### config.mk
export PLATFORM = sky130hd
export DESIGN_NAME = dma_mover
export DESIGN_NICKNAME = d
export VERILOG_FILES = /design/src/rtl/dma_mover_pkg.sv /design/src/rtl/dma_mover_step.sv /design/src/rtl/dma_mover_regs.sv /design/src/rtl/dma_mover_seq.sv /design/src/rtl/dma_mover.sv
export SDC_FILE = /design/constraint.sdc
export NUM_CORES = 1
export LEC_CHECK = 0
export BUFFER_PORTS_ARGS = -buffer_cell sky130_fd_sc_hd__buf_2
export CORE_MARGIN = 10
export CORE_UTILIZATION = 50
export CTS_BUF_LIST = sky130_fd_sc_hd__clkbuf_8
export DETAILED_ROUTE_END_ITERATION = 10
export GPL_TIMING_DRIVEN = 1
export PLACE_DENSITY = 0.74
export SYNTH_ARGS = -nofsm -noshare
export SYNTH_HDL_FRONTEND = slang
export SYNTH_SLANG_ARGS = --single-unit
export TNS_END_PERCENT = 50
### constraint.sdc
create_clock -name clk -period 5.6 [get_ports clk]
set_input_delay 0.84 -clock clk [delete_from_list [all_inputs] [get_ports clk]]
set_output_delay 0.84 -clock clk [all_outputs]
set_load 0.05 [all_outputs]
### src/rtl/dma_mover_pkg.sv
// Shared constants, types and helpers for the single-channel mover.
// Assumes a 3-bit word index for the register port.
package dma_mover_pkg;

    typedef enum logic [2:0] {
        S_IDLE, S_REQ, S_RD, S_WR, S_GAP, S_FIN, S_ERR
    } seq_state_e;

    localparam logic [2:0] A_CTRL = 3'd0;
    localparam logic [2:0] A_STAT = 3'd1;
    localparam logic [2:0] A_SRC  = 3'd2;
    localparam logic [2:0] A_DST  = 3'd3;
    localparam logic [2:0] A_CNT  = 3'd4;

    localparam int B_EN   = 0;
    localparam int B_TCIE = 1;
    localparam int B_HTIE = 2;
    localparam int B_TEIE = 3;
    localparam int B_DIR  = 4;
    localparam int B_CIRC = 5;
    localparam int B_PINC = 6;
    localparam int B_MINC = 7;
    localparam int B_PSZ  = 8;
    localparam int B_MSZ  = 10;
    localparam int B_PRIO = 12;
    localparam int B_BST  = 16;

    localparam logic [31:0] CTRL_MASK = 32'h0003_3FFF;

    localparam int F_TC = 1;
    localparam int F_HT = 2;
    localparam int F_TE = 3;

    // Bytes per item for a size code; the spare code acts as the widest.
    function automatic logic [2:0] size_bytes(input logic [1:0] sz);
        case (sz)
            2'b00:   return 3'd1;
            2'b01:   return 3'd2;
            default: return 3'd4;
        endcase
    endfunction

    // Items per bus request for a burst code; the spare code acts as 4.
    function automatic logic [4:0] burst_items(input logic [1:0] bc);
        case (bc)
            2'b01:   return 5'd8;
            2'b10:   return 5'd16;
            default: return 5'd4;
        endcase
    endfunction

endpackage

### src/rtl/dma_mover_step.sv
// Address stepper for one side of the channel: next address and alignment.
// Assumes byte addresses; a side without increment keeps its address.
module dma_mover_step
    import dma_mover_pkg::*;
#(
    parameter int AW = 32
) (
    input  logic [AW-1:0] cur_addr,
    input  logic          incr,
    input  logic [1:0]    size,
    output logic [AW-1:0] next_addr,
    output logic          misaligned
);
    logic [2:0] nbytes;
    logic [1:0] low_mask;

    // Step width and low-bit mask derived from the size code.
    always_comb begin
        nbytes     = size_bytes(size);
        low_mask   = 2'(nbytes - 3'd1);
        next_addr  = incr ? (cur_addr + AW'(nbytes)) : cur_addr;
        misaligned = |(cur_addr[1:0] & low_mask);
    end
endmodule

### src/rtl/dma_mover_regs.sv
// Register file: control, sticky flags, addresses, count and the interrupt.
// Assumes the sequencer pulses set_* and clr_en for one cycle.
module dma_mover_regs
    import dma_mover_pkg::*;
#(
    parameter int AW = 32,
    parameter int CW = 16
) (
    input  logic          clk,
    input  logic          rst_n,
    input  logic          cfg_wr,
    input  logic [2:0]    cfg_addr,
    input  logic [31:0]   cfg_wdata,
    output logic [31:0]   cfg_rdata,
    input  logic          set_tc,
    input  logic          set_ht,
    input  logic          set_te,
    input  logic          clr_en,
    output logic          en,
    output logic          dir,
    output logic          circ,
    output logic          pinc,
    output logic          minc,
    output logic [1:0]    psize,
    output logic [1:0]    msize,
    output logic [1:0]    burst,
    output logic [1:0]    prio,
    output logic [AW-1:0] src_base,
    output logic [AW-1:0] dst_base,
    output logic [CW-1:0] cnt_base,
    output logic          flag_tc,
    output logic          flag_te,
    output logic          irq
);
    logic [31:0]   ctrl_q;
    logic [AW-1:0] src_q, dst_q;
    logic [CW-1:0] cnt_q;
    logic          tc_q, ht_q, te_q;
    logic          wr_ctrl, wr_stat, cfg_open;

    assign wr_ctrl  = cfg_wr && (cfg_addr == A_CTRL);
    assign wr_stat  = cfg_wr && (cfg_addr == A_STAT);
    assign cfg_open = !ctrl_q[B_EN];

    // Control word: fully writable when idle, only the enable bit is clearable when running.
    always_ff @(posedge clk) begin
        if (!rst_n) begin
            ctrl_q <= '0;
        end else begin
            if (wr_ctrl) begin
                if (cfg_open) ctrl_q <= cfg_wdata & CTRL_MASK;
                else          ctrl_q[B_EN] <= ctrl_q[B_EN] & cfg_wdata[B_EN];
            end
            if (clr_en) ctrl_q[B_EN] <= 1'b0;
        end
    end

    // Transfer parameters, frozen while the channel is enabled.
    always_ff @(posedge clk) begin
        if (!rst_n) begin
            src_q <= '0;
            dst_q <= '0;
            cnt_q <= '0;
        end else if (cfg_wr && cfg_open) begin
            if (cfg_addr == A_SRC) src_q <= cfg_wdata[AW-1:0];
            if (cfg_addr == A_DST) dst_q <= cfg_wdata[AW-1:0];
            if (cfg_addr == A_CNT) cnt_q <= cfg_wdata[CW-1:0];
        end
    end

    // Sticky flags: hardware sets win, software clears with a 0 bit.
    always_ff @(posedge clk) begin
        if (!rst_n) begin
            tc_q <= 1'b0;
            ht_q <= 1'b0;
            te_q <= 1'b0;
        end else begin
            tc_q <= (tc_q & (!wr_stat || cfg_wdata[F_TC])) | set_tc;
            ht_q <= (ht_q & (!wr_stat || cfg_wdata[F_HT])) | set_ht;
            te_q <= (te_q & (!wr_stat || cfg_wdata[F_TE])) | set_te;
        end
    end

    // Combinational register readback.
    always_comb begin
        case (cfg_addr)
            A_CTRL:  cfg_rdata = ctrl_q;
            A_STAT:  cfg_rdata = {28'd0, te_q, ht_q, tc_q, 1'b0};
            A_SRC:   cfg_rdata = 32'(src_q);
            A_DST:   cfg_rdata = 32'(dst_q);
            A_CNT:   cfg_rdata = 32'(cnt_q);
            default: cfg_rdata = '0;
        endcase
    end

    // Field decode and interrupt combination.
    always_comb begin
        en       = ctrl_q[B_EN];
        dir      = ctrl_q[B_DIR];
        circ     = ctrl_q[B_CIRC];
        pinc     = ctrl_q[B_PINC];
        minc     = ctrl_q[B_MINC];
        psize    = ctrl_q[B_PSZ +: 2];
        msize    = ctrl_q[B_MSZ +: 2];
        prio     = ctrl_q[B_PRIO +: 2];
        burst    = ctrl_q[B_BST +: 2];
        src_base = src_q;
        dst_base = dst_q;
        cnt_base = cnt_q;
        flag_tc  = tc_q;
        flag_te  = te_q;
        irq      = (tc_q & ctrl_q[B_TCIE]) | (ht_q & ctrl_q[B_HTIE]) | (te_q & ctrl_q[B_TEIE]);
    end

    p_cfg_frozen_r2: assert property (@(posedge clk) disable iff (!rst_n)
        (ctrl_q[B_EN] && cfg_wr && (cfg_addr == A_SRC)) |=> $stable(src_q));

    p_self_stop_r7: assert property (@(posedge clk) disable iff (!rst_n)
        ($rose(tc_q) && !ctrl_q[B_CIRC]) |-> !ctrl_q[B_EN]);

    p_flag_clear_r13: assert property (@(posedge clk) disable iff (!rst_n)
        (wr_stat && (cfg_wdata[3:1] == 3'b000) && !set_tc && !set_ht && !set_te)
        |=> (!tc_q && !ht_q && !te_q));
endmodule

### src/rtl/dma_mover_seq.sv
// Transfer sequencer: bus request/grant, read-then-write beats, bursts,
// circular reload and flag pulses. Assumes the grant stays high while requested.
module dma_mover_seq
    import dma_mover_pkg::*;
#(
    parameter int AW = 32,
    parameter int DW = 32,
    parameter int CW = 16
) (
    input  logic          clk,
    input  logic          rst_n,
    input  logic          en,
    input  logic          dir,
    input  logic          circ,
    input  logic          pinc,
    input  logic          minc,
    input  logic [1:0]    psize,
    input  logic [1:0]    msize,
    input  logic [1:0]    burst,
    input  logic [AW-1:0] src_base,
    input  logic [AW-1:0] dst_base,
    input  logic [CW-1:0] cnt_base,
    output logic          bus_req,
    input  logic          bus_gnt,
    output logic          m_valid,
    output logic          m_write,
    output logic [AW-1:0] m_addr,
    output logic [1:0]    m_size,
    output logic [DW-1:0] m_wdata,
    input  logic          m_ready,
    input  logic [DW-1:0] m_rdata,
    input  logic          m_err,
    output logic          set_tc,
    output logic          set_ht,
    output logic          set_te,
    output logic          clr_en
);
    seq_state_e    state;
    logic [AW-1:0] src_a, dst_a, src_nx, dst_nx;
    logic [CW-1:0] remain, done, total;
    logic [4:0]    beat, blen;
    logic [DW-1:0] data_q, rd_mask;
    logic          src_inc, dst_inc, src_mis, dst_mis, mis;
    logic [1:0]    src_sz, dst_sz;
    logic [2:0]    src_nb;
    logic          rd_ok, wr_ok, keep_running;

    // Map the peripheral and memory sides onto source and destination.
    always_comb begin
        src_inc = dir ? minc  : pinc;
        src_sz  = dir ? msize : psize;
        dst_inc = dir ? pinc  : minc;
        dst_sz  = dir ? psize : msize;
        blen    = burst_items(burst);
        src_nb  = size_bytes(src_sz);
        rd_mask = (src_nb == 3'd4) ? '1 : ((DW'(1) << (8 * src_nb)) - DW'(1));
        mis     = src_mis | dst_mis;
    end

    dma_mover_step #(.AW(AW)) u_src_step (
        .cur_addr (src_a),
        .incr     (src_inc),
        .size     (src_sz),
        .next_addr(src_nx),
        .misaligned(src_mis)
    );

    dma_mover_step #(.AW(AW)) u_dst_step (
        .cur_addr (dst_a),
        .incr     (dst_inc),
        .size     (dst_sz),
        .next_addr(dst_nx),
        .misaligned(dst_mis)
    );

    assign rd_ok        = (state == S_RD) && !mis && m_ready && !m_err;
    assign wr_ok        = (state == S_WR) && m_ready && !m_err;
    assign keep_running = circ && en && (total != '0);

    // Main state register, working addresses, counters and data holding.
    always_ff @(posedge clk) begin
        if (!rst_n) begin
            state  <= S_IDLE;
            src_a  <= '0;
            dst_a  <= '0;
            remain <= '0;
            done   <= '0;
            total  <= '0;
            beat   <= '0;
            data_q <= '0;
        end else begin
            case (state)
                S_IDLE: if (en) begin
                    src_a  <= src_base;
                    dst_a  <= dst_base;
                    remain <= cnt_base;
                    total  <= cnt_base;
                    done   <= '0;
                    state  <= (cnt_base == '0) ? S_FIN : S_REQ;
                end
                S_REQ: begin
                    beat <= '0;
                    if (!en)         state <= S_IDLE;
                    else if (bus_gnt) state <= S_RD;
                end
                S_RD: begin
                    if (mis) state <= S_ERR;
                    else if (m_ready) begin
                        if (m_err) state <= S_ERR;
                        else begin
                            data_q <= m_rdata & rd_mask;
                            state  <= S_WR;
                        end
                    end
                end
                S_WR: if (m_ready) begin
                    if (m_err) state <= S_ERR;
                    else begin
                        src_a  <= src_nx;
                        dst_a  <= dst_nx;
                        remain <= remain - CW'(1);
                        done   <= done + CW'(1);
                        beat   <= beat + 5'd1;
                        if (remain == CW'(1))           state <= S_FIN;
                        else if (!en)                   state <= S_IDLE;
                        else if (beat == blen - 5'd1)   state <= S_GAP;
                        else                            state <= S_RD;
                    end
                end
                S_GAP: state <= en ? S_REQ : S_IDLE;
                S_FIN: begin
                    if (keep_running) begin
                        src_a  <= src_base;
                        dst_a  <= dst_base;
                        remain <= total;
                        done   <= '0;
                        state  <= S_REQ;
                    end else begin
                        state <= S_IDLE;
                    end
                end
                default: state <= S_IDLE;
            endcase
        end
    end

    // Bus-side outputs and single-cycle flag pulses.
    always_comb begin
        bus_req = (state == S_REQ) || (state == S_RD) || (state == S_WR);
        m_valid = ((state == S_RD) && !mis) || (state == S_WR);
        m_write = (state == S_WR);
        m_addr  = (state == S_WR) ? dst_a : src_a;
        m_size  = (state == S_WR) ? dst_sz : src_sz;
        m_wdata = data_q;
        set_tc  = (state == S_FIN);
        set_ht  = wr_ok && ((done + CW'(1)) == (total >> 1));
        set_te  = (state == S_ERR);
        clr_en  = (state == S_ERR) || ((state == S_FIN) && !keep_running);
    end

    p_hold_beat_r3: assert property (@(posedge clk) disable iff (!rst_n)
        (m_valid && !m_ready) |=> (m_valid && $stable(m_addr) && $stable(m_write)));

    p_read_then_write_r3: assert property (@(posedge clk) disable iff (!rst_n)
        rd_ok |=> (m_valid && m_write));
endmodule

### src/rtl/dma_mover.sv
// Top of the single-channel mover: register file plus transfer sequencer.
// Assumes an external arbiter drives bus_gnt and a single-beat slave answers m_valid.
module dma_mover
    import dma_mover_pkg::*;
#(
    parameter int AW = 32,
    parameter int DW = 32,
    parameter int CW = 16
) (
    input  logic          clk,
    input  logic          rst_n,
    input  logic          cfg_wr,
    input  logic [2:0]    cfg_addr,
    input  logic [31:0]   cfg_wdata,
    output logic [31:0]   cfg_rdata,
    output logic          bus_req,
    input  logic          bus_gnt,
    output logic [1:0]    chan_prio,
    output logic          m_valid,
    output logic          m_write,
    output logic [AW-1:0] m_addr,
    output logic [1:0]    m_size,
    output logic [DW-1:0] m_wdata,
    input  logic          m_ready,
    input  logic [DW-1:0] m_rdata,
    input  logic          m_err,
    output logic          irq
);
    logic          en, dir, circ, pinc, minc;
    logic [1:0]    psize, msize, burst;
    logic [AW-1:0] src_base, dst_base;
    logic [CW-1:0] cnt_base;
    logic          set_tc, set_ht, set_te, clr_en;
    logic          flag_tc, flag_te;

    dma_mover_regs #(.AW(AW), .CW(CW)) u_regs (
        .clk      (clk),
        .rst_n    (rst_n),
        .cfg_wr   (cfg_wr),
        .cfg_addr (cfg_addr),
        .cfg_wdata(cfg_wdata),
        .cfg_rdata(cfg_rdata),
        .set_tc   (set_tc),
        .set_ht   (set_ht),
        .set_te   (set_te),
        .clr_en   (clr_en),
        .en       (en),
        .dir      (dir),
        .circ     (circ),
        .pinc     (pinc),
        .minc     (minc),
        .psize    (psize),
        .msize    (msize),
        .burst    (burst),
        .prio     (chan_prio),
        .src_base (src_base),
        .dst_base (dst_base),
        .cnt_base (cnt_base),
        .flag_tc  (flag_tc),
        .flag_te  (flag_te),
        .irq      (irq)
    );

    dma_mover_seq #(.AW(AW), .DW(DW), .CW(CW)) u_seq (
        .clk     (clk),
        .rst_n   (rst_n),
        .en      (en),
        .dir     (dir),
        .circ    (circ),
        .pinc    (pinc),
        .minc    (minc),
        .psize   (psize),
        .msize   (msize),
        .burst   (burst),
        .src_base(src_base),
        .dst_base(dst_base),
        .cnt_base(cnt_base),
        .bus_req (bus_req),
        .bus_gnt (bus_gnt),
        .m_valid (m_valid),
        .m_write (m_write),
        .m_addr  (m_addr),
        .m_size  (m_size),
        .m_wdata (m_wdata),
        .m_ready (m_ready),
        .m_rdata (m_rdata),
        .m_err   (m_err),
        .set_tc  (set_tc),
        .set_ht  (set_ht),
        .set_te  (set_te),
        .clr_en  (clr_en)
    );

    p_release_before_done_r6: assert property (@(posedge clk) disable iff (!rst_n)
        $rose(flag_tc) |-> $past(!bus_req));

    p_error_releases_r11: assert property (@(posedge clk) disable iff (!rst_n)
        $rose(flag_te) |-> (!bus_req && !en));
endmodule

==> load_flow_metrics.sql, run 1 <==
INSERT INTO impl_metrics (metric_group, metric, value, unit) VALUES
('flow_run', 'cap_violations', '0', ''),
('drt', 'drc', '0', ''),
('power_and_ir_drop', 'p_sw_share', '26.48', '%'),
('worst_setup_path', 'crit_end', 'm_valid', ''),
('yosys', 'synth.yosys.warnings', '0', ''),
('global_routing', 'grt_overflow_total', '0', ''),
('power_and_ir_drop', 'power_report.internal_total', '0.002757', 'W'),
('clock_network', 'number_of_hold_buffers_added_after_cts', '0', ''),
('drt', 'num_vias', '14390', ''),
('run_status', 'run_status', 'completed', ''),
('clock_network', 'cts.htree.levels', '2', ''),
('sta', 'setup_tns', '0', 'ns'),
('sta', 'setup_viol_count_final', '0', ''),
('global_routing', 'grt_antenna_before_repair', '5', ''),
('sta', 'fmax', '235.9', 'MHz'),
('placement', 'number_of_buffers_added_on_ports', '176', ''),
('global_routing', 'grt_max_degree', '158', ''),
('floorplan', 'start_util', '50.92', '%'),
('worst_setup_path', 'regToRegEndpoint', 'u_seq.src_a[16]$_SDFFE_PN0P_', ''),
('global_routing', 'grt_first_pass_wirelength', '71370', 'µm'),
('worst_setup_path', 'path_class', 'reg -> out', ''),
('floorplan', 'fp.dieW', '185.7', 'µm'),
('floorplan', 'floorplan.core_area', '26950', 'µm²'),
('sta', 'timing.final.hold_violations', '0', ''),
('cells_and_area', 'layout_cell_share_with_drive_strength_beyond_1', '15.58', '%'),
('clock_network', 'clk_pin_slew_worst_paths', '0.06', 'ns'),
('power_and_ir_drop', 'power.share.clock', '44.4', '%'),
('yosys', 'synth_cell_type_count', '86', ''),
('sta', 'worst_hold_slack', '0.4478', 'ns'),
('sta', 'tightestPinTransition', '1.258', 'ns'),
('drt', 'route.detailed.vias_per_inst', '6.144', ''),
('global_routing', 'grt_usage', '25.64', '%'),
('worst_setup_path', 'reg2reg_from', 'u_regs.ctrl_q[4]$_SDFFE_PN0P_', ''),
('yosys', 'postSynth.asyncResetShare', '0', '%'),
('yosys', 'synthFlopType', 'dfxtp_1', ''),
('cells_and_area', 'area_growth', '12.17', '%'),
('placement', 'placedCellCount', '2261', ''),
('power_and_ir_drop', 'power_frac_comb', '6.6', '%'),
('clock_network', 'cts_root_buf', 'clkbuf_8', ''),
('drt', 'detailedRoute.firstIterationViolations', '1785', ''),
('yosys', 'synth_enable_flop_cells', '0', ''),
('yosys', 'yosys-top-cells-area', 'dfxtp_1 37%, nand2_1 14%, a21oi_1 9.3%, o21ai_0 2.9%, nand3_1 2.6%', ''),
('floorplan', 'die_area', '34480', 'µm²'),
('worst_setup_path', 'r2r_setup_slack', '2.11', 'ns'),
('placement', 'place_ws', '1.944', 'ns'),
('worst_setup_path', 'worst_setup_path_end_kind', 'output pin', ''),
('yosys', 'syn-num-nets', '1961', ''),
('power_and_ir_drop', 'power.leakage', '5.808', 'nW'),
('floorplan', 'ioPinCount', '177', ''),
('sta', 'layout_min_cycle_time', '4.239', 'ns'),
('power_and_ir_drop', 'cellPowerDensity', '243.6', 'nW/µm²'),
('hold_path', 'path_class_of_the_lowest_slack_min_delay_path', 'reg -> reg', ''),
('clock_network', 'post_cts.resized_instances', '0', ''),
('worst_setup_path', 'critical_path.startpoint', 'u_regs.ctrl_q[4]$_SDFFE_PN0P_', ''),
('clock_network', 'tritoncts_num_sinks', '251', ''),
('drt', 'postRouteAntennaNets', '0', ''),
('clock_network', 'clock_tree.buffer_depth', '3', ''),
('yosys', 'synthDominantCellAreaShare', '36.61', '%'),
('cells_and_area', 'final-instance-count-excl-fill', '2342', ''),
('clock_network', 'cts_tree', 'built', ''),
('yosys', 'synthDominantAreaCellType', 'dfxtp_1', ''),
('worst_setup_path', 'worst_ep_arrival_time', '3.40', 'ns'),
('worst_setup_path', 'cp_max_fo', '21', ''),
('sta', 'final.setup.worst_slack', '1.361', 'ns'),
('clock_network', 'postCtsSetupRepairBufs', '0', ''),
('sta', 'fin_worst_skew', '0.02509', 'ns'),
('cells_and_area', 'post_layout_utilization_of_the_core', '57.12', '%'),
('floorplan', 'die-height', '185.7', 'µm'),
('floorplan', 'rows', '60', ''),
('power_and_ir_drop', 'power.sequential.fraction', '49.0', '%'),
('placement', 'dpl.hpwl', '32460', 'µm');
==> synth_stat cells (all sizes together) (4+ instances only) <==
cell and count:
a211oi 5, a21o 7, a21oi 255, a221oi 4
a222oi 4, a22o 18, a22oi 34, a31oi 20
a32o 4, a32oi 4, and2 15, and3 13
and4 9, buf 57, clkbuf 89, dfxtp 251
ha 14, inv 16, mux2 7, mux2i 10
nand2 527, nand2b 15, nand3 73, nand3b 4
nand4 23, nand4b 7, nor2 97, nor2b 4
nor3 27, nor4 21, o211ai 11, o21a 11
o21ai 82, o221a 8, o22ai 6, o31a 4
o31ai 21, o32ai 11, o41ai 9, or2 4
or3 8, or4 4, xnor2 18, xor2 11
==> how the worst min path moves through the flow <==
stage               slack, ns                             end  depth (start not counted)                            from
global placement         0.43  u_seq.m_wdata[31]$_SDFFE_PN0P_                          2  u_seq.m_wdata[31]$_SDFFE_PN0P_
finish                   0.45  u_seq.m_wdata[29]$_SDFFE_PN0P_                          2  u_seq.m_wdata[29]$_SDFFE_PN0P_
global route             0.46  u_seq.m_wdata[29]$_SDFFE_PN0P_                          2  u_seq.m_wdata[29]$_SDFFE_PN0P_
detailed placement       0.44  u_seq.m_wdata[29]$_SDFFE_PN0P_                          2  u_seq.m_wdata[29]$_SDFFE_PN0P_
floorplan                0.44    u_seq.remain[9]$_SDFFE_PN0P_                          2    u_seq.remain[9]$_SDFFE_PN0P_
CTS                      0.45  u_seq.m_wdata[29]$_SDFFE_PN0P_                          2  u_seq.m_wdata[29]$_SDFFE_PN0P_
==> metal layers <==
metal | up-vias | track usage, % | share of wire (%)
met5 | - | 0.3067 | 0.028
met1 | 6733 | 33.24 | 41
met4 | 2 | 10.64 | 3.8
li1 | 6816 | - | -
met3 | 130 | 5.752 | 9.3
met2 | 708 | 40.24 | 46
==> critical path, cell delays in order, from the launching register on <==
cell,delay (ns)
dfxtp_1,0.58
mux2_4,0.46
nand2b_1,0.35
ha_1,0.27
or2_2,0.31
a221oi_4,0.27
nand2_2,0.18
nand2_1,0.12
buf_2,0.29
==> power by group through the flow <==
stage | sequential, W | combinational (W) | clock [W]
after CTS | 0.00184 | 0.000241 | 0.00168
final | 0.00184 | 0.000246 | 0.00167
after floorplan | 0.00186 | 0.000163 | 0
after global placement | 0.00188 | 0.000237 | 0
after global routing | 0.00184 | 0.000264 | 0.00177
after detailed placement | 0.00188 | 0.000240 | 0
==> cell usage in the layout, fill, tap and decap left out, types with 20 or more instances in the layout <==
| cell | count |
|---|---|
| a21oi_1 | 254 |
| a22oi_1 | 34 |
| a31oi_1 | 20 |
| buf_2 | 176 |
| clkbuf_8 | 51 |
| dfxtp_1 | 251 |
| inv_1 | 26 |
| nand2_1 | 525 |
| nand3_1 | 72 |
| nand4_1 | 23 |
| nor2_1 | 93 |
| nor3_1 | 20 |
| o21ai_0 | 80 |
| o31ai_1 | 21 |
==> final cells by class <==
cell class	instances	area [µm²]	share of cell area (%)
diodes	5	12.51	0.08127
flip-flops and latches	251	5025	32.64
repair buffers	194	1041	6.762
inverters	16	66.31	0.4308
well taps	341	426.7	2.771
clock inverters	25	147.6	0.9590
clock buffers	51	701.9	4.559
multi-input cells	1459	7974	51.80
==> cells by family (layout without fill, tap and decap cells) <==
group | count (synthesis) | in the layout | synth area share (%)
muxes | 17 | 17 | 1.358
buffers and inverters | 162 | 286 | 5.306
adders and majority gates | 16 | 16 | 1.568
xor gates and xnor gates | 29 | 29 | 1.851
other | 0 | 5 | 0
DFF | 251 | 251 | 36.61
and+or+nand+nor | 856 | 856 | 28.62
AOI/OAI and AO/OA | 541 | 541 | 24.69
==> through the flow <==
step	power, W	area, µm²
global route	0.003870	15390
CTS	0.003755	15380
floorplan	0.002022	13720
global placement	0.002112	14530
detailed placement	0.002116	14530
finish	0.003750	15390
==> registers in the layout, indices dropped and copies added, names as in the netlist <==
| name | count |
|---|---|
| u_regs.dst_base | 32 |
| u_regs.src_base | 32 |
| u_seq.dst_a | 32 |
| u_seq.m_wdata | 32 |
| u_seq.src_a | 32 |
| u_regs.cnt_base | 16 |
| u_regs.ctrl_q | 16 |
| u_seq.done | 16 |
| u_seq.remain | 16 |
| u_seq.total | 16 |
| u_seq.beat | 5 |
| u_seq.state | 3 |
| u_regs.flag_tc | 1 |
| u_regs.flag_te | 1 |
| u_regs.ht_q | 1 |
Note: power is estimated with default switching activity, not from simulation.
==> inputs of run 2 (changes only) <==
==> constraint.sdc (replaced) <==
create_clock -name clk -period 4.24 [get_ports clk]
set_input_delay 0.636 -clock clk [delete_from_list [all_inputs] [get_ports clk]]
set_output_delay 0.636 -clock clk [all_outputs]
set_load 0.05 [all_outputs]
==> run 2 against run 1 <==
  * Via count about the same
  * Count of clock-buffer cells in the layout is 7 higher
  * Final cell count increased by 0.47%
  * Highest routed layer unchanged
  * Utilization is 0.29 points higher
  * Global-route usage decreased by 0.18 points
  * Total power rose by 33%
  * Sequential share of layout area is 0.16 points lower
  * Critical endpoint unchanged
  * Clock power up 35%
  * Critical path depth unchanged
  * Sequential power grew 32%
  * Clock skew about the same
==> load_flow_metrics.sql, run 2 (same netlist as run 1, synthesis figures left out) <==
INSERT INTO impl_metrics (metric_group, metric, value, unit) VALUES
('run_status', 'run_status', 'completed', ''),
('cells_and_area', 'fillers', '2561', ''),
('floorplan', 'start_util', '50.92', '%'),
('clock_network', 'number_of_hold_buffers_added_after_cts', '0', ''),
('flow_run', 'cap_violations', '0', ''),
('cells_and_area', 'finish.net_count', '2063', ''),
('cells_and_area', 'area_growth', '12.74', '%'),
('sta', 'worst_hold_slack', '0.3110', 'ns'),
('cells_and_area', 'final_cell_mix', '525 x nand2_1, 254 x a21oi_1, 251 x dfxtp_1, 176 x buf_2, 93 x nor2_1', ''),
('drt', 'num_vias', '14380', ''),
('clock_network', 'worst_skew_pair.late_latency', '0.56', 'ns'),
('drt', 'routedWlPerCell', '19.75', 'µm'),
('power_and_ir_drop', 'peakVddDrop', '228.9', 'µV'),
('cells_and_area', 'layout_cell_share_with_drive_strength_beyond_1', '15.70', '%'),
('power_and_ir_drop', 'power_report.internal_total', '0.003695', 'W'),
('hold_path', 'whs_path_depth', '3', ''),
('drt', 'drt-total-wl', '46470', 'µm'),
('drt', 'drc', '0', ''),
('clock_network', 'tritoncts_num_sinks', '251', ''),
('worst_setup_path', 'reg2reg_from', 'u_regs.ctrl_q[4]$_SDFFE_PN0P_', ''),
('sta', 'max_slew_margin', '36.12', '%'),
('sta', 'grt_setup_unrepaired', 'false', ''),
('floorplan', 'fp.dieW', '185.7', 'µm'),
('floorplan', 'die-height', '185.7', 'µm'),
('floorplan', 'rows', '60', ''),
('placement', 'routabilityCongestion', '0.9187', ''),
('clock_network', 'clk_pin_slew_worst_paths', '0.06', 'ns'),
('power_and_ir_drop', 'power.share.clock', '45.0', '%'),
('worst_setup_path', 'path_class', 'reg -> out', ''),
('power_and_ir_drop', 'power.sequential.fraction', '48.5', '%'),
('power_and_ir_drop', 'p_sw_share', '26.07', '%'),
('drt', 'detailedRoute.firstIterationViolations', '1950', ''),
('hold_path', 'path_class_of_the_lowest_slack_min_delay_path', 'in -> reg', ''),
('clock_network', 'postCtsSetupRepairBufs', '0', ''),
('placement', 'place_ws', '0.8085', 'ns'),
('placement', 'dpl.hpwl', '32170', 'µm'),
('worst_setup_path', 'worst_setup_path_end_kind', 'output pin', ''),
('clock_network', 'cts.htree.levels', '2', ''),
('sta', 'post-route-period-util', '94.44', '%'),
('sta', 'fin_worst_skew', '0.02495', 'ns'),
('sta', 'report.final.slew_viol_count', '0', ''),
('worst_setup_path', 'timing.critical_path.required', '3.60', 'ns'),
('worst_setup_path', 'worst_ep_arrival_time', '3.37', 'ns'),
('sta', 'setup_tns', '0', 'ns'),
('clock_network', 'cts_tree', 'built', ''),
('floorplan', 'die_area', '34480', 'µm²'),
('sta', 'tightestPinTransition', '0.9577', 'ns'),
('drt', 'firstDrtPassIters', '6', ''),
('sta', 'layout_min_cycle_time', '4.004', 'ns'),
('sta', 'timing.final.hold_violations', '0', ''),
('sta', 'fmax', '249.7', 'MHz'),
('clock_network', 'post_cts.resized_instances', '0', ''),
('worst_setup_path', 'critical_path.startpoint', 'u_regs.ctrl_q[4]$_SDFFE_PN0P_', ''),
('worst_setup_path', 'reg2reg_depth', '11', ''),
('floorplan', 'ioPinCount', '177', ''),
('drt', 'route.detailed.vias_per_inst', '6.109', ''),
('power_and_ir_drop', 'power_frac_comb', '6.5', '%'),
('cells_and_area', 'final_common_cell', 'nand2_1', ''),
('global_routing', 'grt_overflow_total', '0', ''),
('clock_network', 'clock_tree.buffer_depth', '3', ''),
('power_and_ir_drop', 'power_dissipated_by_switching_net_loads', '0.001303', 'W'),
('drt', 'postRouteAntennaNets', '0', ''),
('clock_network', 'cts_inserted_buffers', '44', ''),
('global_routing', 'grt_first_pass_wirelength', '70970', 'µm'),
('global_routing', 'grt_pass1_vias', '12900', ''),
('power_and_ir_drop', 'power.leakage', '5.882', 'nW'),
('global_routing', 'grt_max_degree', '158', ''),
('worst_setup_path', 'cp_max_fo', '21', ''),
('clock_network', 'cts_root_buf', 'clkbuf_8', ''),
('global_routing', 'grt_usage', '25.45', '%'),
('placement', 'number_of_buffers_added_on_ports', '176', ''),
('worst_setup_path', 'crit_path_start_kind', 'flip-flop', ''),
('global_routing', 'grt_antenna_before_repair', '6', ''),
('floorplan', 'floorplan.core_area', '26950', 'µm²'),
('sta', 'setup_viol_count_final', '0', ''),
('hold_path', 'hold_start', 'm_rdata[0]', ''),
('power_and_ir_drop', 'cellPowerDensity', '323.0', 'nW/µm²'),
('sta', 'final.setup.worst_slack', '0.2356', 'ns');
-- run 2: cell count changes in the layout (fill, tap and decap cells not counted), moves of 7 or more --
cell      change
clkbuf_8      +7
clkinv_2      -7
inv_1         +7
buf_4         +9
-- run 2: layout make-up --
cell class | count | area, µm² | area share [%]
multi-input combinational | 1459 | 7974 | 51.54
sequential | 251 | 5025 | 32.48
timing repair buffer | 202 | 1089 | 7.035
clock buffer | 58 | 798.3 | 5.159
tap | 341 | 426.7 | 2.758
clock inverter | 21 | 81.33 | 0.5256
inverter | 16 | 66.31 | 0.4286
antenna | 5 | 12.51 | 0.08087
-- run 2: per-stage QoR --
stage	utilization (%)	cell area [µm²]	cells	total power, W
after floorplan	-	13720	1872	0.002670
after CTS	57.36	15460	2348	0.005006
after global routing	57.39	15470	2351	0.005153
after detailed placement	54.10	14580	2269	0.002794
after global placement	54.10	14580	2269	0.002790
final	57.41	15470	2353	0.004998
-- run 2: worst paths after layout --
kind,end,slack (ns)
worst min register to register,u_seq.m_wdata[12]$_SDFFE_PN0P_,0.45
worst max register to register,u_seq.src_a[28]$_SDFFE_PN0P_,0.75
worst min-delay path,u_seq.m_wdata[0]$_SDFFE_PN0P_,0.31
worst max-delay path,m_valid,0.24
-- run 2: power groups by stage --
stage,Sequential [W],Combinational [W],Clock [W]
3_5_place_dp,0.00247,0.000319,0
3_3_place_gp,0.00247,0.000316,0
4_1_cts,0.00242,0.000320,0.00226
6_report,0.00243,0.000325,0.00225
2_1_floorplan,0.00245,0.000216,0
5_1_grt,0.00243,0.000349,0.00238
-- run 2: metal layers --
| metal | track usage (%) | share of wire (%) | vias to the layer above |
|---|---|---|---|
| met5 | 0 | 0.022 | - |
| met3 | 5.596 | 9.1 | 97 |
| met2 | 40.20 | 47 | 652 |
| met4 | 8.707 | 2.8 | 2 |
| li1 | - | - | 6841 |
| met1 | 33.58 | 41 | 6783 |
-- run 2: critical path, stage by stage (launching register included) --
cell      delay (ns)
dfxtp_1         0.58
mux2_4          0.46
nand2b_1        0.37
ha_1            0.27
or2_2           0.31
a221oi_4        0.25
nand2_2         0.18
nand2_1         0.11
buf_2           0.28
==> inputs of run 3 (changes only) <==
--- a/config.mk
+++ b/config.mk
@@ -5,6 +5,7 @@
 export SDC_FILE = /design/constraint.sdc
 export NUM_CORES = 1
 export LEC_CHECK = 0
+export ABC_AREA = 1
 export BUFFER_PORTS_ARGS = -buffer_cell sky130_fd_sc_hd__buf_2
 export CORE_MARGIN = 10
 export CORE_UTILIZATION = 50
==> run 3 against run 2 <==
  * Cell area rose by 1.4%
  * Critical path depth grew 3
  * Non-clock buffer count fell by 7
  * Global-route usage up 2.2 points
  * Setup slack gained 0.37 ns
  * First-iteration DRC count shrank 17%
  * Synthesized cell count grew 14%
  * Via count rose by 6.3%
  * Fmax is 10% higher
  * Sequential cell count stayed put
  * Utilization grew 0.80 points
  * Clock power up 3%
  * Critical endpoint unchanged
==> load_flow_metrics.sql, run 3 <==
INSERT INTO impl_metrics (metric_group, metric, value, unit) VALUES
('run_status', 'run_status', 'completed', ''),
('floorplan', 'rows', '60', ''),
('clock_network', 'cts_inserted_buffers', '45', ''),
('yosys', 'synth_cell_type_count', '48', ''),
('sta', 'timing.final.hold_violations', '0', ''),
('yosys', 'synthDominantAreaCellType', 'dfxtp_1', ''),
('sta', 'max_slew_margin', '30.17', '%'),
('drt', 'firstDrtPassIters', '6', ''),
('sta', 'tightestPinTransition', '1.046', 'ns'),
('cells_and_area', 'final_common_cell', 'nand2_1', ''),
('yosys', 'syn-num-nets', '2223', ''),
('sta', 'layout_min_cycle_time', '3.631', 'ns'),
('drt', 'drc', '0', ''),
('worst_setup_path', 'worst_ep_arrival_time', '3.00', 'ns'),
('global_routing', 'grt_overflow_total', '0', ''),
('clock_network', 'worst_skew_pair.late_latency', '0.57', 'ns'),
('clock_network', 'cts_root_buf', 'clkbuf_8', ''),
('drt', 'route.detailed.vias_per_inst', '5.791', ''),
('worst_setup_path', 'cp_max_fo', '21', ''),
('floorplan', 'start_util', '50.90', '%'),
('global_routing', 'grt_pass1_vias', '14010', ''),
('hold_path', 'hold_start', 'm_rdata[1]', ''),
('yosys', 'yosys-top-cells-area', 'dfxtp_1 37%, nand2_1 12%, o21ai_0 9.3%, nor2_1 8.5%, a21oi_1 6.9%', ''),
('worst_setup_path', 'crit_path_start_kind', 'flip-flop', ''),
('cells_and_area', 'finish.net_count', '2356', ''),
('yosys', 'postSynthAreaPerCell', '6.428', 'µm²'),
('clock_network', 'cts_tree', 'built', ''),
('power_and_ir_drop', 'peakVddDrop', '198.5', 'µV'),
('floorplan', 'die-height', '185.6', 'µm'),
('placement', 'number_of_buffers_added_on_ports', '176', ''),
('clock_network', 'clk_pin_slew_worst_paths', '0.06', 'ns'),
('placement', 'place_ws', '0.9449', 'ns'),
('sta', 'fmax', '275.4', 'MHz'),
('worst_setup_path', 'worst_setup_path_end_kind', 'output pin', ''),
('clock_network', 'cts.htree.levels', '2', ''),
('global_routing', 'grt_usage', '27.61', '%'),
('sta', 'report.final.slew_viol_count', '0', ''),
('yosys', 'synth_enable_flop_cells', '0', ''),
('drt', 'postRouteAntennaNets', '0', ''),
('power_and_ir_drop', 'power.leakage', '6.590', 'nW'),
('worst_setup_path', 'path_class', 'reg -> out', ''),
('yosys', 'postSynth.asyncResetShare', '0', '%'),
('clock_network', 'postCtsSetupRepairBufs', '0', ''),
('sta', 'fin_worst_skew', '0.02538', 'ns'),
('cells_and_area', 'final_cell_mix', '448 x nand2_1, 310 x nor2_1, 254 x o21ai_0, 251 x dfxtp_1, 206 x inv_1', ''),
('yosys', 'netlist_instances', '2134', ''),
('placement', 'dpl.hpwl', '35700', 'µm'),
('drt', 'detailedRoute.firstIterationViolations', '1614', ''),
('yosys', 'synth-seq-area-share', '36.63', '%'),
('flow_run', 'cap_violations', '0', ''),
('yosys', 'synthDominantCellAreaShare', '36.63', '%'),
('drt', 'routedWlPerCell', '18.69', 'µm'),
('sta', 'final.setup.worst_slack', '0.6085', 'ns'),
('clock_network', 'clock_tree.buffer_depth', '3', ''),
('global_routing', 'grt_max_degree', '171', ''),
('sta', 'setup_tns', '0', 'ns'),
('clock_network', 'post_cts.resized_instances', '0', ''),
('worst_setup_path', 'critical_path.startpoint', 'u_regs.ctrl_q[4]$_SDFFE_PN0P_', ''),
('sta', 'setup_viol_count_final', '0', ''),
('floorplan', 'floorplan.core_area', '26950', 'µm²'),
('yosys', 'netlist_top_cells_count', '448 x nand2_1, 311 x nor2_1, 255 x o21ai_0', ''),
('cells_and_area', 'n_antenna_cell', '0', ''),
('sta', 'grt_setup_unrepaired', 'false', ''),
('sta', 'post-route-period-util', '85.65', '%'),
('cells_and_area', 'finalInstanceArea', '15690', 'µm²'),
('yosys', 'synth.yosys.warnings', '0', ''),
('global_routing', 'grt_first_pass_wirelength', '76110', 'µm'),
('worst_setup_path', 'timing.critical_path.required', '3.60', 'ns'),
('power_and_ir_drop', 'cellPowerDensity', '338.4', 'nW/µm²'),
('yosys', 'synth_most_common_cell', 'nand2_1', ''),
('clock_network', 'tritoncts_num_sinks', '251', ''),
('drt', 'drt-total-wl', '49330', 'µm'),
('cells_and_area', 'layout_cell_share_with_drive_strength_beyond_1', '12.79', '%'),
('global_routing', 'grt_antenna_before_repair', '3', ''),
('drt', 'num_vias', '15280', ''),
('yosys', 'netlist_area', '13720', 'µm²'),
('yosys', 'synthFlopType', 'dfxtp_1', ''),
('cells_and_area', 'area_growth', '14.38', '%'),
('hold_path', 'path_class_of_the_lowest_slack_min_delay_path', 'in -> reg', ''),
('floorplan', 'fp.dieW', '185.6', 'µm'),
('yosys', 'synth-seq-cells', '251', ''),
('placement', 'placedInstanceArea', '14780', 'µm²'),
('clock_network', 'number_of_hold_buffers_added_after_cts', '0', ''),
('floorplan', 'ioPinCount', '177', ''),
('worst_setup_path', 'reg2reg_from', 'u_regs.ctrl_q[4]$_SDFFE_PN0P_', ''),
('floorplan', 'die_area', '34460', 'µm²'),
('placement', 'routabilityCongestion', '0.9401', '');
## run 3: changes by cell type after synthesis, sizes merged, moves of 15 or more
cell / delta
a22oi: -33
nand2b: -15
nor2: +216
nand3: +62
nand2: -75
o31ai: -21
a22o: -16
buf: -34
nor3: +22
o21ai: +173
a31oi: -16
a21oi: -66
inv: +188
## run 3: worst max-delay path, cell delays in order, from the launching register on
cell and delay, ns:
dfxtp_1 0.56, o21ai_1 0.13, buf_4 0.22, nor2_1 0.17, clkinv_1 0.28, ha_1 0.29, a21oi_1 0.11, nand2_1 0.08
inv_1 0.09, nand2_1 0.09, nand2_1 0.15, buf_2 0.29
## run 3: metal layers
metal  part of all wire, %  vias to the layer above  routed length [µm]  track usage [%]
met5                 0.077                        -                  38                0
met4                   5.0                        6                2491            14.54
met3                   9.5                      143                4679            5.635
met2                    44                      786               21760            43.29
met1                    41                     7020               20360            35.06
li1                      -                     7328                   -                -
## run 3: final cells by class
| cell class | instances | area (µm²) |
|---|---|---|
| clock buffers | 57 | 784.5 |
| repair buffers | 195 | 1051 |
| multi-input cells | 1567 | 7497 |
| fillers | 2721 | 11260 |
| inverters | 207 | 777.0 |
| clock inverters | 21 | 127.6 |
| flip-flops and latches | 251 | 5025 |
| well taps | 341 | 426.7 |
## run 3: logic make-up (layout without fill, tap and decap cells)
| group | after synthesis | count (layout) | synth area share, % |
|---|---|---|---|
| AO/OA/AOI/OAI | 524 | 524 | 20.78 |
| XOR/XNOR | 25 | 25 | 1.596 |
| buffers and inverters | 316 | 480 | 8.866 |
| AND/OR/NAND/NOR | 1002 | 1002 | 30.56 |
| adder cells (fa/ha/maj) | 16 | 16 | 1.569 |
| flip-flops | 251 | 251 | 36.63 |
## run 3: path summary, 6_finish.rpt
check | cells after the start | slack (ns) | end
worst max-delay path | 11 | 0.61 | m_valid
worst min-delay path | 3 | 0.32 | u_seq.m_wdata[1]$_SDFFE_PN0P_
worst max register to register | 17 | 0.83 | u_seq.dst_a[30]$_SDFFE_PN0P_
worst min register to register | 2 | 0.46 | u_seq.m_wdata[9]$_SDFFE_PN0P_
## run 3: power by group
part	leakage [nW]	total [W]	internal, W	switching [W]
sequential	2.03	0.00249	0.00242	0.0000622
combinational	4.05	0.000502	0.000144	0.000358
clock	0.508	0.00232	0.00127	0.00105
total	6.59	0.00531	0.00384	0.00147
## run 3: stage by stage
step	power (W)	std cells	hold slack (ns)	utilization (%)
3_5_place_dp	0.003025	2561	0.4534	54.83
6_report	0.005309	2639	0.3196	58.21
4_1_cts	0.005334	2639	0.2956	58.21
3_3_place_gp	0.003018	2561	0.4513	54.83
5_1_grt	0.005495	2639	0.3134	58.21
2_1_floorplan	0.002841	2134	0.4390	-
